==> config.mk <==
export PLATFORM = sky130hd
export DESIGN_NAME = sca_commit_arb
export DESIGN_NICKNAME = d
export VERILOG_FILES = /design/src/rtl/sca_pkg.sv /design/src/rtl/sca_rr_pick.sv /design/src/rtl/sca_thread_tbl.sv /design/src/rtl/sca_sphere_tbl.sv /design/src/rtl/sca_log_mem.sv /design/src/rtl/sca_commit_arb.sv
export SDC_FILE = /design/constraint.sdc
export NUM_CORES = 1
export LEC_CHECK = 0
export BUFFER_PORTS_ARGS = -buffer_cell sky130_fd_sc_hd__buf_4
export CAP_MARGIN = 20
export CORE_ASPECT_RATIO = 0.6
export CORE_MARGIN = 2
export CORE_UTILIZATION = 44
export DETAILED_ROUTE_END_ITERATION = 7
export PLACE_DENSITY = 0.72
export SLEW_MARGIN = 10
export SYNTH_ARGS = -nofsm -noshare
export SYNTH_HDL_FRONTEND = slang
export SYNTH_HIERARCHICAL = 1
export SYNTH_SLANG_ARGS = --single-unit
==> constraint.sdc <==
create_clock -name clk -period 6.7 [get_ports clk]
set_clock_uncertainty 0.05 [all_clocks]
set_input_delay 1.675 -clock clk [delete_from_list [all_inputs] [get_ports clk]]
set_output_delay 1.675 -clock clk [all_outputs]
set_load 0.1 [all_outputs]
==> src/rtl/sca_pkg.sv <==
package sca_pkg;

  typedef enum logic [1:0] {
    MD_STD = 2'd0,
    MD_REC = 2'd1,
    MD_RPL = 2'd2,
    MD_RSV = 2'd3
  } mode_e;

  // Effective mode seen by a commit: null entries behave as Standard.
  function automatic mode_e eff_mode(logic thr_ok, logic sph_ok, logic [1:0] code);
    if (!thr_ok || !sph_ok) return MD_STD;
    case (code)
      2'd1:    return MD_REC;
      2'd2:    return MD_RPL;
      default: return MD_STD;
    endcase
  endfunction

endpackage

==> src/rtl/sca_rr_pick.sv <==
module sca_rr_pick #(
  parameter int N = 4,
  localparam int W = (N > 1) ? $clog2(N) : 1
) (
  input  logic         clk,
  input  logic         rst_n,
  input  logic [N-1:0] req,
  output logic         pick_vld,
  output logic [W-1:0] pick_idx
);

  logic [W-1:0] ptr_q;

  always_comb begin
    pick_vld = 1'b0;
    pick_idx = '0;
    for (int k = N - 1; k >= 0; k--) begin
      if (req[(int'(ptr_q) + k) % N]) begin
        pick_vld = 1'b1;
        pick_idx = W'((int'(ptr_q) + k) % N);
      end
    end
  end

  always_ff @(posedge clk or negedge rst_n) begin
    if (!rst_n) begin
      ptr_q <= '0;
    end else if (pick_vld) begin
      ptr_q <= (pick_idx == W'(N - 1)) ? '0 : pick_idx + W'(1);
    end
  end

endmodule

==> src/rtl/sca_thread_tbl.sv <==
module sca_thread_tbl #(
  parameter int NPROC  = 4,
  parameter int TID_W  = 4,
  parameter int SSEL_W = 2,
  localparam int PSEL_W = (NPROC > 1) ? $clog2(NPROC) : 1
) (
  input  logic              clk,
  input  logic              rst_n,
  input  logic              we,
  input  logic [PSEL_W-1:0] wsel,
  input  logic              wvalid,
  input  logic [TID_W-1:0]  wtid,
  input  logic [SSEL_W-1:0] wsph,
  input  logic [PSEL_W-1:0] rsel,
  output logic              rvalid,
  output logic [TID_W-1:0]  rtid,
  output logic [SSEL_W-1:0] rsph
);

  logic [NPROC-1:0]  valid_q;
  logic [TID_W-1:0]  tid_q [NPROC];
  logic [SSEL_W-1:0] sph_q [NPROC];

  for (genvar p = 0; p < NPROC; p++) begin : g_ent
    always_ff @(posedge clk or negedge rst_n) begin
      if (!rst_n) begin
        valid_q[p] <= 1'b0;
        tid_q[p]   <= '0;
        sph_q[p]   <= '0;
      end else if (we && wsel == PSEL_W'(p)) begin
        valid_q[p] <= wvalid;
        tid_q[p]   <= wtid;
        sph_q[p]   <= wsph;
      end
    end
  end

  assign rvalid = valid_q[rsel];
  assign rtid   = tid_q[rsel];
  assign rsph   = sph_q[rsel];

endmodule

==> src/rtl/sca_sphere_tbl.sv <==
module sca_sphere_tbl #(
  parameter int NSPH  = 4,
  parameter int PTR_W = 5,
  localparam int SSEL_W = (NSPH > 1) ? $clog2(NSPH) : 1
) (
  input  logic              clk,
  input  logic              rst_n,
  input  logic              we,
  input  logic [SSEL_W-1:0] wsel,
  input  logic              wvalid,
  input  logic [1:0]        wmode,
  input  logic [PTR_W-1:0]  wbase,
  input  logic [PTR_W-1:0]  wlimit,
  input  logic [SSEL_W-1:0] rsel,
  output logic              rvalid,
  output logic [1:0]        rmode,
  output logic [PTR_W-1:0]  rcur,
  output logic [PTR_W-1:0]  rlimit,
  input  logic              adv,
  input  logic              set_ovf,
  input  logic              set_unf,
  output logic [NSPH-1:0]   ovf,
  output logic [NSPH-1:0]   unf
);

  logic [NSPH-1:0]  valid_q;
  logic [1:0]       mode_q  [NSPH];
  logic [PTR_W-1:0] cur_q   [NSPH];
  logic [PTR_W-1:0] limit_q [NSPH];
  logic [NSPH-1:0]  ovf_q, unf_q;

  for (genvar s = 0; s < NSPH; s++) begin : g_ent
    logic host_hit, eng_hit;
    assign host_hit = we && wsel == SSEL_W'(s);
    assign eng_hit  = rsel == SSEL_W'(s);

    always_ff @(posedge clk or negedge rst_n) begin
      if (!rst_n) begin
        valid_q[s] <= 1'b0;
        mode_q[s]  <= 2'd0;
        cur_q[s]   <= '0;
        limit_q[s] <= '0;
        ovf_q[s]   <= 1'b0;
        unf_q[s]   <= 1'b0;
      end else if (host_hit) begin
        valid_q[s] <= wvalid;
        mode_q[s]  <= wmode;
        cur_q[s]   <= wbase;
        limit_q[s] <= wlimit;
        ovf_q[s]   <= 1'b0;
        unf_q[s]   <= 1'b0;
      end else if (eng_hit) begin
        if (adv)     cur_q[s] <= cur_q[s] + PTR_W'(1);
        if (set_ovf) ovf_q[s] <= 1'b1;
        if (set_unf) unf_q[s] <= 1'b1;
      end
    end
  end

  assign rvalid = valid_q[rsel];
  assign rmode  = mode_q[rsel];
  assign rcur   = cur_q[rsel];
  assign rlimit = limit_q[rsel];
  assign ovf    = ovf_q;
  assign unf    = unf_q;

endmodule

==> src/rtl/sca_log_mem.sv <==
module sca_log_mem #(
  parameter int DEPTH = 16,
  parameter int TID_W = 4,
  localparam int LA_W = (DEPTH > 1) ? $clog2(DEPTH) : 1
) (
  input  logic             clk,
  input  logic             host_we,
  input  logic [LA_W-1:0]  host_addr,
  input  logic [TID_W-1:0] host_tag,
  input  logic             eng_we,
  input  logic [LA_W-1:0]  eng_addr,
  input  logic [TID_W-1:0] eng_tag,
  input  logic [LA_W-1:0]  rd_addr,
  output logic [TID_W-1:0] rd_tag
);

  logic [TID_W-1:0] mem_q [DEPTH];

  // The engine's record write takes precedence over a host preload.
  always_ff @(posedge clk) begin
    if (eng_we)       mem_q[eng_addr]  <= eng_tag;
    else if (host_we) mem_q[host_addr] <= host_tag;
  end

  assign rd_tag = mem_q[rd_addr];

endmodule

==> src/rtl/sca_commit_arb.sv <==
module sca_commit_arb #(
  parameter int NPROC     = 4,
  parameter int NSPH      = 4,
  parameter int TID_W     = 4,
  parameter int LOG_DEPTH = 16,
  localparam int PSEL_W = (NPROC > 1) ? $clog2(NPROC) : 1,
  localparam int SSEL_W = (NSPH > 1) ? $clog2(NSPH) : 1,
  localparam int LA_W   = (LOG_DEPTH > 1) ? $clog2(LOG_DEPTH) : 1,
  localparam int PTR_W  = LA_W + 1
) (
  input  logic              clk,
  input  logic              rst_n,
  input  logic [NPROC-1:0]  req_i,
  output logic [NPROC-1:0]  gnt_o,
  input  logic              thr_we_i,
  input  logic [PSEL_W-1:0] thr_sel_i,
  input  logic              thr_valid_i,
  input  logic [TID_W-1:0]  thr_tid_i,
  input  logic [SSEL_W-1:0] thr_sph_i,
  input  logic              sph_we_i,
  input  logic [SSEL_W-1:0] sph_sel_i,
  input  logic              sph_valid_i,
  input  logic [1:0]        sph_mode_i,
  input  logic [PTR_W-1:0]  sph_base_i,
  input  logic [PTR_W-1:0]  sph_limit_i,
  input  logic              log_we_i,
  input  logic [LA_W-1:0]   log_addr_i,
  input  logic [TID_W-1:0]  log_tag_i,
  output logic [NSPH-1:0]   ovf_o,
  output logic [NSPH-1:0]   unf_o
);
  import sca_pkg::*;

  function automatic logic window_done(logic [PTR_W-1:0] cur, logic [PTR_W-1:0] lim);
    return cur >= lim;
  endfunction

  function automatic logic [NPROC-1:0] dec_onehot(logic [PSEL_W-1:0] idx);
    logic [NPROC-1:0] v;
    v = '0;
    v[idx] = 1'b1;
    return v;
  endfunction

  logic              pick_vld;
  logic [PSEL_W-1:0] pick_idx;
  logic              t_valid;
  logic [TID_W-1:0]  t_tid;
  logic [SSEL_W-1:0] t_sph;
  logic              s_valid;
  logic [1:0]        s_mode;
  logic [PTR_W-1:0]  s_cur, s_limit;
  logic [TID_W-1:0]  head_tag;
  mode_e             cur_mode;
  logic              at_end;

  // Named events, observed by the bound checker.
  logic ev_std, ev_rec, ev_ovf, ev_pop, ev_unf, ev_grant;

  sca_rr_pick #(.N(NPROC)) u_pick (
    .clk      (clk),
    .rst_n    (rst_n),
    .req      (req_i),
    .pick_vld (pick_vld),
    .pick_idx (pick_idx)
  );

  sca_thread_tbl #(.NPROC(NPROC), .TID_W(TID_W), .SSEL_W(SSEL_W)) u_thr (
    .clk    (clk),
    .rst_n  (rst_n),
    .we     (thr_we_i),
    .wsel   (thr_sel_i),
    .wvalid (thr_valid_i),
    .wtid   (thr_tid_i),
    .wsph   (thr_sph_i),
    .rsel   (pick_idx),
    .rvalid (t_valid),
    .rtid   (t_tid),
    .rsph   (t_sph)
  );

  sca_sphere_tbl #(.NSPH(NSPH), .PTR_W(PTR_W)) u_sph (
    .clk     (clk),
    .rst_n   (rst_n),
    .we      (sph_we_i),
    .wsel    (sph_sel_i),
    .wvalid  (sph_valid_i),
    .wmode   (sph_mode_i),
    .wbase   (sph_base_i),
    .wlimit  (sph_limit_i),
    .rsel    (t_sph),
    .rvalid  (s_valid),
    .rmode   (s_mode),
    .rcur    (s_cur),
    .rlimit  (s_limit),
    .adv     (ev_rec | ev_pop),
    .set_ovf (ev_ovf),
    .set_unf (ev_unf),
    .ovf     (ovf_o),
    .unf     (unf_o)
  );

  sca_log_mem #(.DEPTH(LOG_DEPTH), .TID_W(TID_W)) u_log (
    .clk       (clk),
    .host_we   (log_we_i),
    .host_addr (log_addr_i),
    .host_tag  (log_tag_i),
    .eng_we    (ev_rec),
    .eng_addr  (s_cur[LA_W-1:0]),
    .eng_tag   (t_tid),
    .rd_addr   (s_cur[LA_W-1:0]),
    .rd_tag    (head_tag)
  );

  assign cur_mode = eff_mode(t_valid, s_valid, s_mode);
  assign at_end   = window_done(s_cur, s_limit);

  assign ev_std   = pick_vld && cur_mode == MD_STD;
  assign ev_rec   = pick_vld && cur_mode == MD_REC && !at_end;
  assign ev_ovf   = pick_vld && cur_mode == MD_REC && at_end;
  assign ev_pop   = pick_vld && cur_mode == MD_RPL && !at_end && head_tag == t_tid;
  assign ev_unf   = pick_vld && cur_mode == MD_RPL && at_end;
  assign ev_grant = ev_std | ev_rec | ev_pop;

  assign gnt_o = ev_grant ? dec_onehot(pick_idx) : '0;

endmodule

* Word level (Yosys, flattened, before mapping)
Memory sizes are Yosys's and may differ from the RTL's.
Cells that the tools add are included.
** Cells by class
- Muxes and demuxes :: 84
- $add $sub $neg :: 8
- Equal/unequal tests :: 15
- Bitwise operators :: 8
- Reduce and logical (&&, ||, !) cells :: 57
- Magnitude comparators :: 10
** Operators with widths (count)
- 5-bit 2-to-1 mux :: 16
- 1-bit 2-to-1 mux :: 39
- 2-bit nonzero test :: 16
- 2-bit AND reduction :: 12
- 2-bit 2-to-1 mux :: 11
- 5-bit by 1-bit adder with 5-bit output (second input constant) :: 4
- 5-bit binary-select mux with 2-bit select :: 2
- 4-bit 2-to-1 mux :: 5
- 2-bit equality test (second input constant) :: 9
- 1-bit logical AND :: 17
- 1-bit binary-select mux with 2-bit select :: 6
- 3-bit by 4-bit less-than comparator with 1-bit output (second input constant) :: 3
- 2-bit by 1-bit equality test with 1-bit output (second input constant) :: 5
- 2-bit by 3-bit less-than comparator with 1-bit output (second input constant) :: 3
- 2-bit binary-select mux with 2-bit select :: 2
- 4-bit binary-select mux with 2-bit select :: 1
- 2-bit zero test :: 4
- 3-bit >= comparator (second input constant) :: 2
- 2-bit NOT with 3-bit output :: 2
- 2-bit OR reduction :: 3
- 5-bit >= comparator :: 1
- 2-bit by 1-bit adder with 2-bit output (second input constant) :: 2
- 2-bit adder (second input constant) :: 2
- 4-bit equality test :: 1
- 8 further kinds :: 14
** Storage, ports and cells
- Bits in registers :: 90
- Input bits :: 41
- Logic and storage cells :: 220
- Output and inout bits :: 12
- Bits in writable memories :: 64
- Memories kept :: 1
** Memories
- u_log.mem_q :: depth 16, width 4, rd ports 1, clocked after memory_dff 0, write ports 1, line sca_log_mem.sv:17 : logic [TID_W-1:0] mem_q [DEPTH];

* Longest topological paths before layout
Gate-level depths: netlist (run 1).
- Depth after elaboration :: 29
- Depth in mapped cells :: 22

* Hierarchy
Netlist (run 1), hierarchy kept.
** Modules (own cells, without submodules)
- sca_sphere_tbl :: instances 1, area each 2966.6 µm², cells an instance 274
- sca_log_mem :: instances 1, area each 2738.9 µm², cells an instance 147
- sca_thread_tbl :: instances 1, area each 1233.7 µm², cells an instance 69
- sca_commit_arb :: instances 1, area each 317.8 µm², cells an instance 45
- sca_rr_pick :: instances 1, area each 191.4 µm², cells an instance 19

* Least setup slack after synthesis (run 1)
No wires, ideal clock.
- Path type :: input port to output port
- Start point :: input port req_i[3]
- End point :: output port gnt_o[1]
- Path slack :: -3.281 ns
- Stages on the path :: 16
- Arrival time :: 8.256 ns
- Cell sequence :: mux2i_1 -> a211oi_2 -> buf_2 -> mux4_2 -> buf_4 -> buf_2 -> mux4_2 -> buf_6 -> buf_12 -> mux4_2 -> a22oi_1 -> nand3_1 -> xor2_1 -> nor3_1 -> a211oi_1 -> nor4b_1
** On the way
- Elaborated cells on any way between the ends :: 69
- Those cells by class :: order compare: 3; eq/ne: 5; mux: 44; bitwise: 4; reduce/logical: 12; memory: 1
** RTL lines
- start, declared :: line sca_commit_arb.sv:13 : input logic [NPROC-1:0] req_i,
- 1-bit binary-select mux with 2-bit select :: line sca_rr_pick.sv:18 : if (req[(int'(ptr_q) + k) % N]) begin
- 1-bit 2-to-1 mux (implied by the code) (2 in a row) :: line sca_rr_pick.sv:18
- 2-bit 2-to-1 mux (3 in a row) :: line sca_rr_pick.sv:18
- 2-bit 2-to-1 mux * :: line sca_rr_pick.sv:18
- named net pick_idx[0] :: line sca_commit_arb.sv:46 : logic [PSEL_W-1:0] pick_idx;
- 2-bit NOT with 3-bit output (implied by the code) * :: line sca_thread_tbl.sv:40 : assign rsph = sph_q[rsel];
- 2-bit binary-select mux with 2-bit select * :: line sca_thread_tbl.sv:40
- 2-bit 2-to-1 mux (implied by the code) * (2 in a row) :: line sca_thread_tbl.sv:40
- named net t_sph[0] :: line sca_commit_arb.sv:49 : logic [SSEL_W-1:0] t_sph;
- [... 2 more ...]
- 5-bit 2-to-1 mux (implied by the code) * (2 in a row) :: line sca_sphere_tbl.sv:62 : assign rcur = cur_q[rsel];
- named net s_cur[0] :: line sca_commit_arb.sv:52 : logic [PTR_W-1:0] s_cur, s_limit;
- memory 16 x 4 bit *
- named net head_tag[2] :: line sca_commit_arb.sv:53 : logic [TID_W-1:0] head_tag;
- 4-bit equality test * :: line sca_commit_arb.sv:121 : assign ev_pop = pick_vld && cur_mode == MD_RPL && !at_end && head_tag == t_tid;
- 1-bit logical AND * :: line sca_commit_arb.sv:121
- 1-bit OR * :: line sca_commit_arb.sv:123 : assign ev_grant = ev_std | ev_rec | ev_pop;
- 4-bit 2-to-1 mux * :: line sca_commit_arb.sv:125 : assign gnt_o = ev_grant ? dec_onehot(pick_idx) : '0;
- end, declared :: line sca_commit_arb.sv:14 : output logic [NPROC-1:0] gnt_o,
Mark *: on every way through the listed nets, which the timed path passes. The rest lies on a longest branch. The select of a mux whose other input is x is not followed.

* Final worst setup path (run 1)
- Start point :: input port req_i[2]
- End point :: output port gnt_o[3]
Same word-level chain as after synthesis.

==> results of run 1 <==
==> flip-flops by register name (all words and copies together), names as in the netlist, 8 cells and up <==
register / cells
u_thr/sph_q: 8
u_log/mem_q: 64
u_sph/limit_q: 20
u_sph/mode_q: 8
u_thr/tid_q: 16
u_sph/cur_q: 20
==> Yosys cell counts (all sizes together) <==
cell and instances:
a211oi 4, a21o 1, a21oi 15, a22oi 4, a31oi 16, and3 1, and3b 1, and4b 2
buf 19, clkbuf 6, dfrtp 90, edfxtp 64, ha 10, inv 10, mux2 49, mux2i 5
mux4 36, nand2 78, nand2b 6, nand3 14, nand3b 6, nand4 2, nand4b 4, nand4bb 1
nor2 41, nor2b 5, nor3 5, nor3b 4, nor4 2, nor4b 4, nor4bb 4, o211ai 2
o21a 2, o21ai 16, o31ai 1, o32a 1, or2 1, or3 6, or3b 1, or4 2
xnor2 2, xor2 11
==> placed cells by master, fill, tap and decap left out, types with 3 or more instances in the layout <==
cell,netlist,final
dfrtp_1,90,90
nand2_1,78,77
buf_4,2,77
edfxtp_1,64,64
mux2_2,48,48
nor2_1,41,38
mux4_2,22,32
clkbuf_16,0,19
o21ai_0,16,16
a31oi_1,15,15
a21oi_1,15,14
nand3_1,13,11
inv_1,10,10
xor2_1,11,10
ha_1,10,10
buf_6,3,7
or3_1,6,6
nand2b_1,6,5
buf_12,1,5
nor2b_1,5,4
inv_6,0,4
mux4_1,14,4
a22oi_2,0,4
nor4bb_1,4,4
nand3b_1,4,4
mux2i_1,5,4
nand4b_1,4,4
nor3_1,5,3
clkinv_2,0,3
nand3_2,1,3
==> metal layers <==
| metal | GRT usage (%) | wire length (um) | up-vias |
|---|---|---|---|
| met1 | 32.5 | 8330 | 2569 |
| met3 | 5.23 | 1450 | 15 |
| met5 | 0 | 0 | - |
| li1 | - | - | 2241 |
| met4 | 5.76 | 168 | 0 |
| met2 | 30.2 | 7930 | 232 |
==> power by group <==
group          leakage (nW)  switching, mW  internal (mW)
Combinational          1.67           1.27           1.02
Sequential             1.67          0.120           1.20
Clock                 0.284          0.392          0.545
==> per-stage QoR <==
| stage | instances | util (%) | TNS, ns |
|---|---|---|---|
| finish | 880 | 55.6 | -2.09 |
| global route | 880 | 55.6 | -2.59 |
| CTS | 879 | 55.2 | -1.98 |
| detailed placement | 839 | 50.8 | -2.75 |
| global placement | 839 | 50.8 | -2.23 |
| floorplan | 554 | - | -4.42 |
==> logic make-up after synthesis <==
group,count (synthesis),share of synthesized area [%]
AOI/OAI and AO/OA,62,5.38
and+or+nand+nor,190,13.1
muxes,90,19.7
DFF,154,56.0
buffers and inverters,35,2.59
adders and majority gates,10,1.68
xor gates and xnor gates,13,1.53
==> worst max-delay path: stages <==
cell and delay [ns]:
buf_12 0.11, nand2_8 0.05, nor2_4 0.05, a211oi_4 0.25
buf_12 0.16, mux4_2 0.53, mux4_2 0.54, clkbuf_16 0.21
mux4_2 0.45, a22oi_2 0.23, nand3_2 0.12, xor2_2 0.16
nor3_2 0.09, a211oi_4 0.50, buf_4 0.21, nor3_4 0.04
buf_12 0.16
==> worst max path at each step <==
stage / from / to / slack (ns)
2_1_floorplan: req_i[2] / gnt_o[1] / -1.22
3_3_place_gp: req_i[2] / gnt_o[1] / -0.58
3_5_place_dp: req_i[2] / gnt_o[1] / -0.72
4_1_cts: req_i[2] / gnt_o[3] / -0.53
5_1_grt: req_i[2] / gnt_o[3] / -0.66
6_report: req_i[2] / gnt_o[3] / -0.55
==> timing repair <==
item / CTS / global route
hold buffers: 0 / 0
cloned: 1 / 0
pin swaps: 11 / 7
setup buffers: 8 / 0
setup endpoints to repair: 4 / 4
gates resized for setup: 30 / 10
==> cell type report <==
cell class / instances / area (sq um)
tap: 228 / 285
inverter: 10 / 37.5
clock buffer: 20 / 465
sequential: 154 / 4170
multi-input combinational: 365 / 3240
fill: 1348 / 7280
clock inverter: 12 / 110
timing repair buffer: 91 / 810
==> out/results.txt, run 1 <==
synthesized flop and latch total - 154
vias in the first global route - 5,114
final hold slack - 0.429 ns
Max VDD drop - 0.000237 V
HP Start - u_sph/limit_q[1]$_DFFE_PN0P_
max cap viols - 0
Die Height - 105 um
H-tree depth - 4
Synthesized Nets - 605
Ant. Diodes - 0
Routed wire per std cell - 20.3 um
share of the synthesized area in the top cell type - 30.2%
post-route ant nets - 0
initial antenna violation count - 0
max-slew violations - 0
Total GRT Usage - 21.2%
Synth Cell Area - 7450 sq um
Fin. Hold Viols - 0
Die Area - 18,000 sq um
pwr/cell area - 499 nW/um^2
largest area contributor in the netlist - dfrtp_1
total global routing overflow - 0
required time of the critical path - 4.97 ns
first-pass GRT wire length - 28,400 um
CTS buffer count - 17
GPL Wtd Cong - 0.894
status - finished with violations
Setup WS post-layout - -0.552 ns
kind of critical path - in -> out
Top Ports - 53
# rows - 36
failing checks - setup timing
Worst Reg-to-Reg Cells - 17
Worst slew margin - 35.9%
Pre-antenna DRT Iters - 5
chip width - 172 um
DRT Wirelength - 17,900 um
PortBufs - 52
r2r startpoint - u_pick/ptr_q[1]$_DFFE_PN0P_
Ys Warns - 6
internal reg-to-reg setup slack - 1.46 ns
unrepaired setup endpoints after global routing - yes
dpl cell area - 8340 sq um
Post-route DRC - 0
HP Class - reg -> reg
Final Cycle Share - 108%
maximum root-to-sink buffer count - 2
final instance area - 9120 sq um
Via density - 5.75
1st-iter DRT viols - 404
Sink Count - 154
pin count of the biggest net entering global routing - 81
maximum fanout along the worst path - 6
hold path cells - 2
Starting Density - 45.4%
worst slew pin tran - 0.959 ns
core area - 16,400 sq um
post-detail-place hpwl - 12,400 um
startpoint types - input pin
clk root buf - clkbuf_16
Leak Pwr - 3.63 nW
min Tclk post-route - 7.25 ns
synthesized netlist cell count - 554
Area contributors post-synth - dfrtp_1 (30%), edfxtp_1 (26%), mux2_2 (7.3%), mux4_2 (6.7%), mux4_1 (4.9%)
Fmax achieved - 0.138 GHz
worst-skew pair later-pin latency - 0.42 ns
Area growth, synth to finish - 22.4%
CTS tree - built
synthesized area per cell - 13.4 sq um
Setup-failing EPs final - 4
via count - 5,057
Worst Setup End Kind - primary output
R2R Path End - u_log/mem_q[12][1]$_DFFE_PP_
share of cells above drive strength 1 - 36.5%
Nets - 690
Synth cell types - 54
sequential-to-total area share from yosys stat - 56.0%
Power Total - 4.55 mW
worst slack, placed - -0.716 ns
arrival time worst endpoint - 5.53 ns
Hold EP - u_sph/limit_q[1]$_DFFE_PN0P_
Reg clk slew, reported paths - 0.06 ns
Power figures use the tool's default switching activity.
==> run 2, diff against run 1 <==
--- a/config.mk
+++ b/config.mk
@@ -6,13 +6,12 @@
 export NUM_CORES = 1
 export LEC_CHECK = 0
 export BUFFER_PORTS_ARGS = -buffer_cell sky130_fd_sc_hd__buf_4
-export CAP_MARGIN = 20
+export CAP_MARGIN = 40
 export CORE_ASPECT_RATIO = 0.6
 export CORE_MARGIN = 2
-export CORE_UTILIZATION = 44
+export CORE_UTILIZATION = 40
 export DETAILED_ROUTE_END_ITERATION = 7
-export PLACE_DENSITY = 0.72
-export SLEW_MARGIN = 10
+export PLACE_DENSITY = 0.67
 export SYNTH_ARGS = -nofsm -noshare
 export SYNTH_HDL_FRONTEND = slang
 export SYNTH_HIERARCHICAL = 1
==> run 2 against run 1 <==
Compared with the run above:
- the run still ends with setup timing left
- utilization decreased by 4.9 points
- critical path type unchanged
- combinational power about the same
- via count increased by 0.47%
- cell count increased by 1.5%
==> out/results.txt, run 2 (same netlist as run 1, synthesis figures left out) <==
clk root buf - clkbuf_16
PortBufs - 52 (unchanged)
family with the most delay on the worst path - multiplexers
Critical Path Most Common Cell - mux4_2
top routing layer in use - met4
WL met1 - 8840 um (+6.1%)
metal3 WL - 1850 um (+28%)
worst slew pin tran - 0.721 ns (-0.237 ns)
first-pass GRT wire length - 29,600 um (+4.1%)
CTS tree - built
DRT Wirelength - 19,000 um (+6.2%)
final hold slack - 0.420 ns (-0.00899 ns)
vias in the first global route - 5,183 (+1.3%)
Pre-antenna DRT Iters - 5 (unchanged)
share of cells above drive strength 1 - 36.3% (-0.21 points)
worst-skew pair later-pin latency - 0.43 ns (about the same)
status - finished with violations
Detail Route met2 WL - 8000 um (+0.86%)
Sink Count - 154 (unchanged)
Layout Utilization - 50.8% (-4.9 points)
crit-path cells - buf_12 -> nand2_8 -> nor2_4 -> a211oi_4 -> buf_6 -> mux4_2 -> buf_4 -> mux4_2 -> buf_6 -> mux4_2 -> nand3_1 -> nand3_1 -> xor2_1 -> nor3_2 -> a211oi_4 -> buf_4 -> nor3_4 -> buf_12
max reg flops - 64 (unchanged)
Via density - 5.69 (-0.99%)
required time of the critical path - 4.97 ns (about the same)
most frequent cells in the layout - dfrtp_1 (90), nand2_1 (76), buf_4 (76)
Die Height - 110 um (+4.7%)
Leak Pwr - 3.66 nW (+0.85%)
Post-route DRC - 0 (unchanged)
Regs by FF count - u_log/mem_q: 64 flops, u_sph/cur_q: 20 flops, u_sph/limit_q: 20 flops
max-slew violations - 0 (unchanged)
Setup WS post-layout - -0.396 ns (+0.156 ns)
Max VDD drop - 0.000203 V (-14%)
worst slack, placed - -0.666 ns (+0.0493 ns)
1st-iter DRT viols - 567 (+40%)
via count - 5,081 (+0.47%)
Final Cycle Share - 106% (-2.3 points)
Routed wire per std cell - 21.3 um (+4.6%)
kind of critical path - in -> out
min Tclk post-route - 7.10 ns (-0.156 ns)
initial antenna violation count - 0 (unchanged)
Biggest register - u_log/mem_q
core area - 18,200 sq um (+11%)
Reg clk slew, reported paths - 0.06 ns (about the same)
HP Class - reg -> reg
most common cell after layout, fill and taps aside - dfrtp_1
post-detail-place hpwl - 13,500 um (+9.0%)
post-route ant nets - 0 (unchanged)
total global routing overflow - 0 (unchanged)
pwr/cell area - 506 nW/um^2 (+1.6%)
chip width - 180 um (+4.8%)
fillers - 1,540 (+14%)
max cap viols - 0 (unchanged)
max incr delay on CP - 0.55 ns (about the same)
Worst slew margin - 51.5% (+16 points)
startpoint types - input pin
Starting Density - 41.0% (-4.4 points)
Area growth, synth to finish - 23.8%
Top Ports - 53 (unchanged)
Die Area - 19,800 sq um (+9.7%)
GPL Wtd Cong - 0.898 (+0.54%)
Fin. Hold Viols - 0 (unchanged)
Critical Path Slowest Stage Cell - mux4_2
# rows - 38 (+5.6%)
failing checks - setup timing
Setup-failing EPs final - 4 (unchanged)
Worst Setup End Kind - primary output
Total GRT Usage - 20.2% (-1.0 points)
Fmax achieved - 0.141 GHz (+2.2%)
internal reg-to-reg setup slack - 1.34 ns (-0.12 ns)
maximum fanout along the worst path - 9 (+3)
Buf+Inv Stages, Crit Path - 6 (+1)
H-tree depth - 4 (unchanged)
pin count of the biggest net entering global routing - 51 (-37%)
Nets - 691 (+0.14%)
Ant. Diodes - 0 (unchanged)
unrepaired setup endpoints after global routing - yes
CTS buffer count - 17 (unchanged)
maximum root-to-sink buffer count - 2 (unchanged)
arrival time worst endpoint - 5.37 ns (-0.16 ns)
run 2: changes by cell type in the layout (fill, tap and decap cells not counted), moves of 3 or more:
cell | previous run | this run
clkinv_2 | 3 | 0
clkinv_1 | 0 | 3
bufinv_16 | 1 | 5
nand3_2 | 3 | 6
buf_6 | 7 | 10
nand3_1 | 11 | 8
run 2: cell type report:
cell class | count | area, sq um | share of cell area (%)
sequential | 154 | 4170 | 45.3
timing repair buffer | 91 | 783 | 8.50
clock inverter | 12 | 195 | 2.12
inverter | 10 | 37.5 | 0.407
tap | 240 | 300 | 3.26
multi-input combinational | 366 | 3280 | 35.6
clock buffer | 20 | 447 | 4.85
run 2: tightest hold or removal path, stage by stage, from the launching register on:
cell,delay [ns]
dfrtp_1,0.34
nand2_1,0.05
nand2_1,0.05
run 2: metrics by stage:
| step | TNS, ns | instance area (sq um) | cells | total power [mW] |
|---|---|---|---|---|
| 5_1_grt | -2.05 | 9220 | 893 | 4.89 |
| 3_5_place_dp | -2.58 | 8390 | 855 | 3.39 |
| 2_1_floorplan | -4.42 | 7590 | 554 | 2.79 |
| 6_report | -1.48 | 9220 | 893 | 4.67 |
| 4_1_cts | -1.78 | 9190 | 893 | 4.65 |
| 3_3_place_gp | -2.30 | 8370 | 854 | 3.33 |
run 2: power by group:
part / internal, mW / total, mW / switching (mW)
sequential: 1.20 / 1.33 / 0.133
combinational: 1.01 / 2.29 / 1.28
clock: 0.670 / 1.05 / 0.377
total: 2.88 / 4.67 / 1.79
run 2: final timing paths:
path,start,end,cells past startpoint
min in group asynchronous,rst_n,u_sph/cur_q[15]$_DFFE_PN0P_,1
setup reg to reg,u_pick/ptr_q[1]$_DFFE_PN0P_,u_log/mem_q[15][2]$_DFFE_PP_,17
hold reg to reg,u_sph/limit_q[1]$_DFFE_PN0P_,u_sph/limit_q[1]$_DFFE_PN0P_,2
hold / removal,u_sph/limit_q[1]$_DFFE_PN0P_,u_sph/limit_q[1]$_DFFE_PN0P_,2
max in group asynchronous,rst_n,u_pick/ptr_q[0]$_DFFE_PN0P_,2
setup / recovery,req_i[2],gnt_o[3],18
run 2: metal layers:
layer	global-route usage, %	vias up
li1	-	2252
met1	30.1	2579
met2	28.0	229
met3	6.19	21
met4	6.91	0
met5	0	-
run 2: repair_timing:
item | CTS | global route
hold buffers | 0 | 0
setup endpoints to repair | 4 | 4
gates cloned | 2 | 0
pin swaps | 11 | 11
resized for setup | 33 | 12
setup buffers | 4 | 1
